`config.mk`:
```
export PLATFORM = sky130hd
export DESIGN_NAME = serial_rx
export DESIGN_NICKNAME = d
export VERILOG_FILES = /design/src/rtl/serial_rx_pkg.sv /design/src/rtl/serial_rx_sync.sv /design/src/rtl/serial_rx_tick.sv /design/src/rtl/serial_rx_frame.sv /design/src/rtl/serial_rx.sv
export SDC_FILE = /design/constraint.sdc
export NUM_CORES = 1
export LEC_CHECK = 0
export ABC_AREA = 1
export BUFFER_PORTS_ARGS = -buffer_cell sky130_fd_sc_hd__buf_4
export CAP_MARGIN = 15
export CORE_UTILIZATION = 25
export CTS_CLUSTER_DIAMETER = 50
export CTS_CLUSTER_SIZE = 28
export DETAILED_ROUTE_END_ITERATION = 6
export GPL_ROUTABILITY_DRIVEN = 0
export PLACE_DENSITY = 0.47
export SYNTH_ARGS = -nofsm -noshare
export SYNTH_HDL_FRONTEND = slang
export SYNTH_SLANG_ARGS = --single-unit
```
`constraint.sdc`:
```
create_clock -name clk_i -period 1.9 [get_ports clk_i]
set_input_delay 0.285 -clock clk_i [delete_from_list [all_inputs] [get_ports clk_i]]
set_output_delay 0.285 -clock clk_i [all_outputs]
set_load 0.01 [all_outputs]
```
`src/rtl/serial_rx_pkg.sv`:
```
package serial_rx_pkg;
  typedef enum logic [2:0] {
    ST_IDLE,
    ST_START,
    ST_DATA,
    ST_PAR,
    ST_STOP
  } rx_state_t;

  localparam int unsigned MAX_BITS = 9;
  localparam int unsigned MIN_BITS = 5;
  localparam int unsigned OSR      = 16;
endpackage

```
`src/rtl/serial_rx_sync.sv`:
```
module serial_rx_sync (
  input  logic clk_i,
  input  logic rst_ni,
  input  logic rx_i,
  output logic line_o,
  output logic fall_o
);
  logic [2:0] sh_q;

  always_ff @(posedge clk_i or negedge rst_ni) begin
    if (!rst_ni) sh_q <= '1;
    else         sh_q <= {sh_q[1:0], rx_i};
  end

  assign line_o = sh_q[1];
  assign fall_o = sh_q[2] & ~sh_q[1];
endmodule

```
`src/rtl/serial_rx_tick.sv`:
```
module serial_rx_tick #(
  parameter int unsigned DIV_W = 12
) (
  input  logic             clk_i,
  input  logic             rst_ni,
  input  logic             clr_i,
  input  logic [DIV_W-1:0] div_i,
  output logic             tick_o
);
  logic [DIV_W-1:0] cnt_q;
  logic             wrap;

  assign wrap   = (cnt_q == div_i);
  assign tick_o = wrap & ~clr_i;

  always_ff @(posedge clk_i or negedge rst_ni) begin
    if (!rst_ni)          cnt_q <= '0;
    else if (clr_i||wrap) cnt_q <= '0;
    else                  cnt_q <= cnt_q + 1'b1;
  end
endmodule

```
`src/rtl/serial_rx_frame.sv`:
```
module serial_rx_frame
  import serial_rx_pkg::*;
#(
  parameter int unsigned OS_RATE = OSR,
  parameter int unsigned DATA_W  = MAX_BITS
) (
  input  logic              clk_i,
  input  logic              rst_ni,
  input  logic              en_i,
  input  logic              line_i,
  input  logic              fall_i,
  input  logic              tick_i,
  input  logic [2:0]        char_sz_i,
  input  logic [1:0]        parity_mode_i,
  output logic              idle_o,
  output logic              done_o,
  output logic [DATA_W-1:0] data_o,
  output logic              frame_err_o,
  output logic              parity_err_o
);
  localparam int unsigned OS_W  = $clog2(OS_RATE);
  localparam int unsigned IDX_W = $clog2(DATA_W);
  localparam logic [OS_W-1:0] OS_LAST = OS_W'(OS_RATE - 1);
  localparam logic [OS_W-1:0] OS_MID  = OS_W'(OS_RATE / 2 - 1);

  rx_state_t         st_q;
  logic [OS_W-1:0]   os_q;
  logic [IDX_W-1:0]  idx_q;
  logic [IDX_W-1:0]  last_idx;
  logic [DATA_W-1:0] sh_q;
  logic              acc_q, fe_q, pe_q, done_q;
  logic              par_en, at_mid, at_end;

  assign last_idx = (char_sz_i > 3'd4) ? IDX_W'(DATA_W - 1)
                                       : IDX_W'(char_sz_i) + IDX_W'(MIN_BITS - 1);
  assign par_en   = parity_mode_i[1];
  assign at_mid   = tick_i && (os_q == OS_MID);
  assign at_end   = tick_i && (os_q == OS_LAST);

  always_ff @(posedge clk_i or negedge rst_ni) begin
    if (!rst_ni) begin
      st_q   <= ST_IDLE;
      os_q   <= '0;
      idx_q  <= '0;
      sh_q   <= '0;
      acc_q  <= 1'b0;
      fe_q   <= 1'b0;
      pe_q   <= 1'b0;
      done_q <= 1'b0;
    end else if (!en_i) begin
      st_q   <= ST_IDLE;
      done_q <= 1'b0;
    end else begin
      done_q <= 1'b0;
      if (tick_i && st_q != ST_IDLE) os_q <= os_q + 1'b1;
      unique case (st_q)
        ST_IDLE: if (fall_i) begin
          st_q <= ST_START;
          os_q <= '0;
        end
        ST_START: if (at_mid) begin
          os_q <= '0;
          if (line_i) st_q <= ST_IDLE;   // glitch
          else begin
            st_q  <= ST_DATA;
            idx_q <= '0;
            sh_q  <= '0;
            acc_q <= 1'b0;
            pe_q  <= 1'b0;
          end
        end
        ST_DATA: if (at_end) begin
          sh_q[idx_q] <= line_i;
          acc_q       <= acc_q ^ line_i;
          if (idx_q == last_idx) st_q <= par_en ? ST_PAR : ST_STOP;
          else                   idx_q <= idx_q + 1'b1;
        end
        ST_PAR: if (at_end) begin
          pe_q <= acc_q ^ line_i ^ parity_mode_i[0];
          st_q <= ST_STOP;
        end
        ST_STOP: if (at_end) begin
          fe_q   <= ~line_i;
          done_q <= 1'b1;
          st_q   <= ST_IDLE;
        end
        default: st_q <= ST_IDLE;
      endcase
    end
  end

  assign idle_o       = (st_q == ST_IDLE);
  assign done_o       = done_q;
  assign data_o       = sh_q;
  assign frame_err_o  = fe_q;
  assign parity_err_o = pe_q;
endmodule

```
`src/rtl/serial_rx.sv`:
```
module serial_rx
  import serial_rx_pkg::*;
#(
  parameter int unsigned DIV_W  = 12,
  parameter int unsigned DATA_W = MAX_BITS
) (
  input  logic              clk_i,
  input  logic              rst_ni,
  input  logic              rx_i,
  input  logic              rx_en_i,
  input  logic [DIV_W-1:0]  baud_div_i,
  input  logic [2:0]        char_sz_i,
  input  logic [1:0]        parity_mode_i,
  input  logic              rd_i,
  output logic [DATA_W-1:0] data_o,
  output logic              rx_done_o,
  output logic              frame_err_o,
  output logic              parity_err_o,
  output logic              overrun_o
);
  logic              line, fall, tick, frm_idle, frm_done;
  logic              frm_fe, frm_pe;
  logic [DATA_W-1:0] frm_data;

  serial_rx_sync u_sync (
    .clk_i (clk_i),
    .rst_ni(rst_ni),
    .rx_i  (rx_i),
    .line_o(line),
    .fall_o(fall)
  );

  serial_rx_tick #(.DIV_W(DIV_W)) u_tick (
    .clk_i (clk_i),
    .rst_ni(rst_ni),
    .clr_i (frm_idle),
    .div_i (baud_div_i),
    .tick_o(tick)
  );

  serial_rx_frame #(.OS_RATE(OSR), .DATA_W(DATA_W)) u_frame (
    .clk_i        (clk_i),
    .rst_ni       (rst_ni),
    .en_i         (rx_en_i),
    .line_i       (line),
    .fall_i       (fall),
    .tick_i       (tick),
    .char_sz_i    (char_sz_i),
    .parity_mode_i(parity_mode_i),
    .idle_o       (frm_idle),
    .done_o       (frm_done),
    .data_o       (frm_data),
    .frame_err_o  (frm_fe),
    .parity_err_o (frm_pe)
  );

  logic [DATA_W-1:0] buf_q;
  logic              full_q, fe_q, pe_q, ovr_q;

  always_ff @(posedge clk_i or negedge rst_ni) begin
    if (!rst_ni) begin
      buf_q  <= '0;
      full_q <= 1'b0;
      fe_q   <= 1'b0;
      pe_q   <= 1'b0;
      ovr_q  <= 1'b0;
    end else begin
      if (rd_i && full_q) begin
        full_q <= 1'b0;
        ovr_q  <= 1'b0;
      end
      if (frm_done) begin
        if (full_q && !rd_i) ovr_q <= 1'b1;  // keep older char
        else begin
          buf_q  <= frm_data;
          fe_q   <= frm_fe;
          pe_q   <= frm_pe;
          full_q <= 1'b1;
        end
      end
    end
  end

  assign data_o       = buf_q;
  assign rx_done_o    = full_q;
  assign frame_err_o  = fe_q;
  assign parity_err_o = pe_q;
  assign overrun_o    = ovr_q;
endmodule

```
### Yosys cells after proc, flatten, opt, wreduce, memory -nomap -nowiden

Index checks and enable logic that the tools add are counted.

* bits in registers: 52
* input bits: 22
* output and inout port bits: 13
* word-level logic and storage cells: 109

* $add $sub $neg: 4
* magnitude comparators: 3
* equal/unequal tests: 19
* mux-type cells: 43
* bitwise logic cells: 7
* reductions and logical operators: 18

Operators by type and width (number)
* 4-bit 2-to-1 mux: 8
* 9-bit 2-to-1 mux: 3
* 3-bit 2-to-1 mux: 8
* 9-bit case mux with 2 select lines: 1
* 4-bit case mux with 2 select lines: 2
* 3-bit by 2-bit != test with 1-bit output, second input constant: 5
* 3-bit case mux with 5 select lines: 1
* 1-bit 2-to-1 mux: 14
* 12-bit by 1-bit adder with 12-bit output, second input constant: 1
* 12-bit equality test: 1
* 12-bit 2-to-1 mux: 1
* 6-bit AND reduction: 2
* 5-bit AND reduction: 2
* 9-bit bitwise mux: 1
* 4-bit by 1-bit adder with 4-bit output, second input constant: 2
* 3-bit by 2-bit equality test with 1-bit output, second input constant: 2
* 1-bit logical AND: 6
* 2-bit by 1-bit != test with 1-bit output, second input constant: 3
* 4-bit by 5-bit less-than comparator with 1-bit output, second input constant: 1
* 3-bit by 3-bit adder with 4-bit output, second input constant: 1
* 1-bit demux with 4-bit select: 1
* 4-bit by 3-bit equality test with 1-bit output, second input constant: 1
* 4-bit equality test: 1
* 4-bit equality test, second input constant: 1
* other kinds (18): 25

### Depth between registers and ports, before layout

Gate-level depths: netlist (run 1).

* word-level depth: 7
* depth in mapped cells: 13
* depth with buffers taken out: 13

### Hierarchy

Synthesis (run 1) repeated with hierarchy kept, for this count alone.

* cell total of the unflattened synthesis: 394
* area, all modules: 2991.6 µm²

Modules (own cells, without submodules)
* serial_rx_frame: times used 1, cells an instance 214, area an instance 1575.3 µm²
* serial_rx_tick: times used 1, cells an instance 115, area an instance 792.0 µm²
* serial_rx: times used 1, cells an instance 60, area an instance 535.5 µm²
* serial_rx_sync: times used 1, cells an instance 5, area an instance 88.8 µm²

### Least setup slack after synthesis (run 1)

OpenSTA, ideal clock, no wires.

* kind: register to register
* start point: register u_tick.cnt_q[5]
* end point: register u_frame.acc_q
* setup time: 0.117 ns
* data arrival time: 1.453 ns
* required time: 1.783 ns
* path slack: 0.330 ns
* cell stages (with the launch flop): 11
* buffers on the path: 0
* period minus slack after synthesis: 1.570 ns
* path through: dfrtp_1 > nand2_1 > nand2_1 > nor2_1 > nand2_1 > nor2_4 > nand4_4 > o21ai_4 > nand2_2 > nand2_1 > o21ai_2

* word-level cells in the longest chain between the ends: 5
* elaborated cells between the ends (all ways): 7
* those cells by class: eq/ne: 3; bitwise: 1; reduce/logical: 3

RTL lines
* start: declaration: line serial_rx_tick.sv:10 `logic [DIV_W-1:0] cnt_q;`
* start signal: assignment: line serial_rx_tick.sv:19 `else cnt_q <= cnt_q + 1'b1;`
* 12-bit equality test (*): line serial_rx_tick.sv:13 `assign wrap = (cnt_q == div_i);`
* 1-bit AND (*): line serial_rx_tick.sv:14 `assign tick_o = wrap & ~clr_i;`
* 1-bit logical AND (on tied branches): line serial_rx_frame.sv:38, serial_rx_frame.sv:37
* 2-bit by 1-bit != test with 1-bit output (no line)
* 5-bit AND reduction (no line) (*)
* end signal: assignment: line serial_rx_frame.sv:74 `acc_q <= acc_q ^ line_i;`
* end: declaration: line serial_rx_frame.sv:31 `logic acc_q, fe_q, pe_q, done_q;`

Mark *: on every way between the ends. The rest lies on a longest branch, timed or not.
A chain may end at the register's enable or synchronous reset.

### Final worst setup path (run 1)

* start point: register u_tick.cnt_q[4]
* end point: register u_frame.sh_q[2], in the netlist u_frame.data_o[2]

* word-level cells in the longest chain between the ends: 5
* elaborated cells between the ends (all ways): 7
* those cells by class: eq/ne: 3; bitwise: 1; reduce/logical: 3

RTL lines
* 12-bit equality test (*): line serial_rx_tick.sv:13
* 1-bit AND (*): line serial_rx_tick.sv:14
* 1-bit logical AND (on tied branches): line serial_rx_frame.sv:38, serial_rx_frame.sv:37
* 2-bit by 1-bit != test with 1-bit output (no line)
* 5-bit AND reduction (no line) (*)
* end signal: indexed assignment: line serial_rx_frame.sv:73 `sh_q[idx_q] <= line_i;`
* end: declaration: line serial_rx_frame.sv:30 `logic [DATA_W-1:0] sh_q;`

Marks and branches as above.

==> impl_metrics.yaml, run 1 <==
floorplan:
  fp-row-count: 40
  core_mm2: 0.0122
  die_x_um: 114
  die_y_um: 114
  dieArea_mm2: 0.0131
  start_util: 0.259
  ios: 35
global_route:
  grt_pass1_vias: 2607
  overflow: 0
  grt_pass1_wl_mm: 11.8
  antenna_found_initial: 0
  grt_use_total: 0.112
  grt_max_degree: 53
sta:
  grt_setup_unrepaired: "true"
  hold_violations: 0
  slew_headroom: 0.556
  setup_viol: 2
  finalMaxSlewViolations: 0
  setup_tns_ns: -0.0127
  fin_skew_ns: 0.00558
  finalCritPeriodShare: 1.00
  fmax_ghz: 0.524
  period_needed_ns: 1.91
  tightest_slew_ns: 0.666
  worst_slack_ns: -0.00935
power_and_ir_drop:
  peakVddDrop_uv: 383
  p_leak_uw: 0.00199
  seqPwrFrac: 0.339
  powerDensity_mw_per_mm2: 926
  p_clk_frac: 0.281
  power_frac_comb: 0.380
  intPower_uw: 2260
  p_sw_uw: 1450
  switching_share: 0.390
finish:
  final_common_cell: "nand2_1"
  finalNonFillerCells: 636
  nFillCells: 1302
  finalNetCount: 495
  drive_above_1_share: 0.269
  final_cell_mix: "114 x nand2_1, 52 x inv_1, 46 x dfrtp_1"
  fin_util: 0.329
  num_antenna_cells: 0
  area_delta_synth_final_pct: 26.8
synthesis:
  yosys_warnings: 0
  yosysSeqAreaShare: 0.414
  synth.top_cells.by_area: "dfrtp_1 39%, nand2_1 14%, inv_1 6.3%"
  async_flop_share: 1.00
  synth.top_cell.area_share: 0.389
  netlist_area_mm2: 0.00316
  synth_seq_cells: 52
  synth.distinct_cells: 35
  synth_top_cell_by_area: "dfrtp_1"
  syn_nets: 443
  synth.avg_cell_area_um2: 7.60
  syn_inst: 415
  synth-edff-count: 0
  ys.flop_type: "dfrtp_1"
cts:
  numClockSinks: 52
  clock_path_buffers: 2
  root_buffer: "clkbuf_16"
  cts_tree: "yes"
  cts_hold_buf: 0
  cts_htree_levels: 2
  clk_pin_slew_worst_paths_ns: 0.07
  cts_buffers: 5
  clock_latency_ns: 0.29
drt:
  ant_nets: 0
  dr.pass1.iters: 4
  viasPerCell: 4.31
  drt_first_iter_violations: 72
  wirelength_mm: 7.12
  avgRoutedWirePerCell_um: 11.2
  vias: 2743
  drc_errors: 0
placed_design:
  pre_cts_slack_ns: 0.0489
  numPortBuffers: 34
  placed_cells: 619
  post-dp-hpwl_mm: 5.16
worst_setup_path:
  rrSetupSlack_ns: -0.009
  r2r-end: "u_frame.data_o[2]"
  cp-startpoint: "u_tick.cnt_q[4]"
  cp-start-kind: "flop"
  crit_fanout: 7
  reg2reg_from: "u_tick.cnt_q[4]"
  critical_path_arrival_ns: 2.14
  required_ns: 2.13
  rr_worst_depth: 12
  critPathKind: "flop to flop"
  endpoint_kind: "flop"
run_status:
  violations: "negative setup slack"
  status: "finished, violations left"
run:
  maxCapViolations: 0
worst_hold_path:
  min-delay-path-class: "primary input to asynchronous set/reset pin"
## cells in the mapped netlist, types with 4 or more instances
library cell / count
a21oi_1: 7
dfrtp_1: 49
ha_1: 6
inv_1: 53
inv_2: 6
mux2_2: 11
nand2_1: 120
nand3_1: 34
nand4_1: 5
nor2_1: 44
nor2_2: 4
nor2_4: 5
nor3_1: 5
nor3b_1: 4
o21ai_0: 18
xnor2_1: 8
xor2_1: 4
## worst max path at each step
stage,to,slack [ns],depth (start not counted)
final,u_frame.data_o[2],-0.009,12
after global routing,u_frame.data_o[5],-0.16,13
after CTS,u_frame.data_o[1],0.04,10
after detailed placement,u_frame.data_o[1],0.05,10
after global placement,u_frame.data_o[3],0.09,10
after floorplan,u_frame.acc_q,0.33,10
## critical path: stages (launching register included)
cell and delay [ns]:
dfrtp_1 0.42, nand2_1 0.10, nand2_2 0.06, nor2_2 0.12
nand2_2 0.10, nor2_4 0.17, buf_6 0.12, nand4_4 0.15
nand2_4 0.15, nand2_8 0.10, nor2_8 0.18, nand3_2 0.08
nand2_1 0.08
## layout make-up
type / instances / area (um2) / area share
multi-input combinational: 300 / 1720 / 0.429
inverter: 61 / 236 / 0.0591
tap: 168 / 210 / 0.0525
clock buffer: 5 / 125 / 0.0313
sequential: 52 / 1310 / 0.327
timing repair buffer: 46 / 349 / 0.0872
timing repair inverter: 1 / 8.76 / 0.00219
clock inverter: 3 / 46.3 / 0.0116
## registers in the layout (all words and copies together) (netlist names), 3 cells and up
signal,cells
u_tick.cnt_q,12
u_sync.sh_q,3
u_frame.data_o,9
u_frame.os_q,4
data_o,9
u_frame.idx_q,4
u_frame.st_q,3
## timing repair
action / 4_1_cts / 5_1_grt
resized for setup: 0 / 32
setup endpoints to repair: 0 / 29
setup buffers: 0 / 6
endpoints found under the hold margin: 0 / 0
## routing by layer
| metal | vias up | wire length [um] | share of wire | track usage |
|---|---|---|---|---|
| met5 | - | 0 | 0 | 0 |
| met4 | 0 | 80 | 0.011 | 0.0364 |
| met3 | 6 | 261 | 0.037 | 0.0180 |
| met2 | 46 | 3340 | 0.47 | 0.183 |
| met1 | 1272 | 3430 | 0.48 | 0.151 |
| li1 | 1419 | - | - | - |
## power groups by stage
stage	sequential [uW]	clock (uW)	combinational, uW
after detailed placement	1280	0	1230
final	1260	1040	1410
after global placement	1270	0	1220
after global routing	1270	1130	1590
after CTS	1260	1090	1240
after floorplan	1280	0	914
## cells by family after synthesis
family,synth area share
and+or+nand+nor,0.347
buffers and inverters,0.0785
AOI/OAI and AO/OA,0.0650
muxes,0.0393
DFF,0.414
adders and majority gates,0.0238
xor gates and xnor gates,0.0333
## stage by stage
step / instance area (um2) / hold WS, ns / total power [uW]
after floorplan: 3160 / -0.0106 / 2190
after global placement: 3650 / 0.347 / 2500
after detailed placement: 3650 / 0.348 / 2510
after CTS: 3820 / 0.0553 / 3580
after global routing: 4000 / 0.0805 / 3990
final: 4000 / 0.0283 / 3710
Note: power is estimated with default switching activity, not from simulation.
==> inputs of run 2 (changes only) <==
PLACE_DENSITY = 0.42   (was 0.47)
==> run 2 against run 1 <==
- the run now ends clean
- fmax up 5.1%
- via count down 2.6%
- first-iteration DRC count up 6.9%
- non-clock buffer count grew 3
- sequential share of layout area is 0.25 points higher
- critical endpoint is now u_frame.data_o[6]
- utilization is 0.25 points lower
- highest routed layer unchanged
==> impl_metrics.yaml, run 2 (synthesized netlist as in run 1, its figures left out) <==
run_status:
  status: "completed"
power_and_ir_drop:
  p_sw_uw: 1440
  peakVddDrop_uv: 317
  power_frac_comb: 0.392
  p_total_uw: 3600
  intPower_uw: 2160
  switching_share: 0.401
  seqPwrFrac: 0.353
  p_leak_uw: 0.00198
  powerDensity_mw_per_mm2: 906
  p_clk_frac: 0.255
global_route:
  grt.busiest_layer: "met2"
  grt_max_degree: 53
  grt_pass1_wl_mm: 11.6
  grt_use_total: 0.113
  use_met3: 0.0212
  grt_pass1_vias: 2484
  grtUsageMet2: 0.177
  use_met1: 0.155
  antenna_found_initial: 0
  overflow: 0
floorplan:
  die_y_um: 114
  fp-row-count: 40
  ios: 35
  dieArea_mm2: 0.0131
  die_x_um: 114
  start_util: 0.259
  core_mm2: 0.0122
finish:
  largest_reg_flops: 12
  finalNetCount: 498
  final_cell_mix: "112 x nand2_1, 51 x inv_1, 49 x buf_4"
  drive_above_1_share: 0.270
  fin_util: 0.327
  area_delta_synth_final_pct: 25.9
  final_common_cell: "nand2_1"
  regMostFlops: "u_tick.cnt_q"
  nFillCells: 1285
  num_antenna_cells: 0
cts:
  cts_tree: "yes"
  cts_hold_buf: 0
  root_buffer: "clkbuf_16"
  clock_latency_ns: 0.29
  numClockSinks: 52
  cts_buffers: 5
  clock_path_buffers: 2
  clk_pin_slew_worst_paths_ns: 0.07
  cts_htree_levels: 2
sta:
  grt_setup_unrepaired: "true"
  setup_viol: 0
  slew_headroom: 0.546
  finalCritPeriodShare: 0.956
  fmax_ghz: 0.550
  finalMaxSlewViolations: 0
  tightest_slew_ns: 0.681
  fin_skew_ns: 0.00477
  period_needed_ns: 1.82
  hold_violations: 0
drt:
  viasPerCell: 4.18
  drt_first_iter_violations: 77
  wirelength_mm: 7.29
  avgRoutedWirePerCell_um: 11.4
  drc_errors: 0
  vias: 2672
  dr.pass1.iters: 4
  ant_nets: 0
placed_design:
  numPortBuffers: 34
  post-dp-hpwl_mm: 5.17
worst_setup_path:
  rr_worst_depth: 12
  critical_path_arrival_ns: 2.05
  endpoint_kind: "flop"
  crit_fanout: 7
  critPathKind: "flop to flop"
  required_ns: 2.14
  cp-start-kind: "flop"
worst_hold_path:
  min-delay-path-class: "primary input to asynchronous set/reset pin"
run:
  maxCapViolations: 0
## run 2: changes by cell type in the layout (fill, tap and decap cells not counted), sizes merged
cell / change
buf: +3
bufinv: -1
clkbuf: +1
clkinv: +1
inv: -1
## run 2: metrics by stage
step	TNS, ns	hold slack, ns	cell area [um2]	setup slack (ns)	cells
2_1_floorplan	0	-0.0106	3160	0.330	415
3_3_place_gp	0	0.347	3660	0.0865	621
3_5_place_dp	0	0.347	3660	0.0880	621
4_1_cts	0	0.0607	3810	0.0699	629
5_1_grt	-0.731	0.0819	3970	-0.0673	639
6_report	0	0.0222	3970	0.0828	639
## run 2: path summary, 6_finish.rpt
kind / startpoint / end / slack (ns)
setup / recovery: u_tick.cnt_q[4] / u_frame.data_o[6] / 0.08
hold / removal: rst_ni / data_o[5] / 0.02
setup reg to reg: u_tick.cnt_q[4] / u_frame.data_o[6] / 0.08
hold reg to reg: u_sync.sh_q[0] / u_sync.sh_q[1] / 0.36
max in group asynchronous: rst_ni / u_tick.cnt_q[0] / 1.38
min in group clk_i: rx_i / u_sync.sh_q[0] / 0.09
## run 2: layout make-up
class | instances | area, um2 | area share
Inverter | 61 | 236 | 0.0595
Timing Repair Buffer | 49 | 368 | 0.0926
Tap cell | 168 | 210 | 0.0529
Sequential cell | 52 | 1310 | 0.329
Multi-Input combinational cell | 300 | 1700 | 0.427
Timing Repair inverter | 1 | 8.76 | 0.00220
Clock buffer | 6 | 129 | 0.0324
Clock inverter | 2 | 16.3 | 0.00409
## run 2: repair_timing
item | in CTS | in global routing
setup buffers | 0 | 7
gates resized for setup | 0 | 29
endpoints found under the setup margin | 0 | 18
## run 2: power by group through the flow
stage          Combinational, uW  Clock [uW]  Sequential, uW
2_1_floorplan                914           0            1280
3_3_place_gp                1250           0            1290
3_5_place_dp                1250           0            1290
4_1_cts                     1250         967            1270
5_1_grt                     1590         994            1290
6_report                    1410         918            1270
## run 2: worst max-delay path, stage by stage, from the launching register on
cell and delay (ns):
dfrtp_1 0.41, inv_2 0.06, nand2_2 0.06, nand2_2 0.06
nor2_2 0.11, nand2_2 0.08, nor2_4 0.18, nand4_4 0.20
nand2_4 0.16, nand2_8 0.10, nor2_8 0.16, nand3_1 0.09
nand2_1 0.09
## run 2: routing by layer
metal / wire length (um) / vias to the layer above
met5: 0 / -
met4: 106 / 0
met3: 149 / 8
met2: 3290 / 28
met1: 3750 / 1211
li1: - / 1425
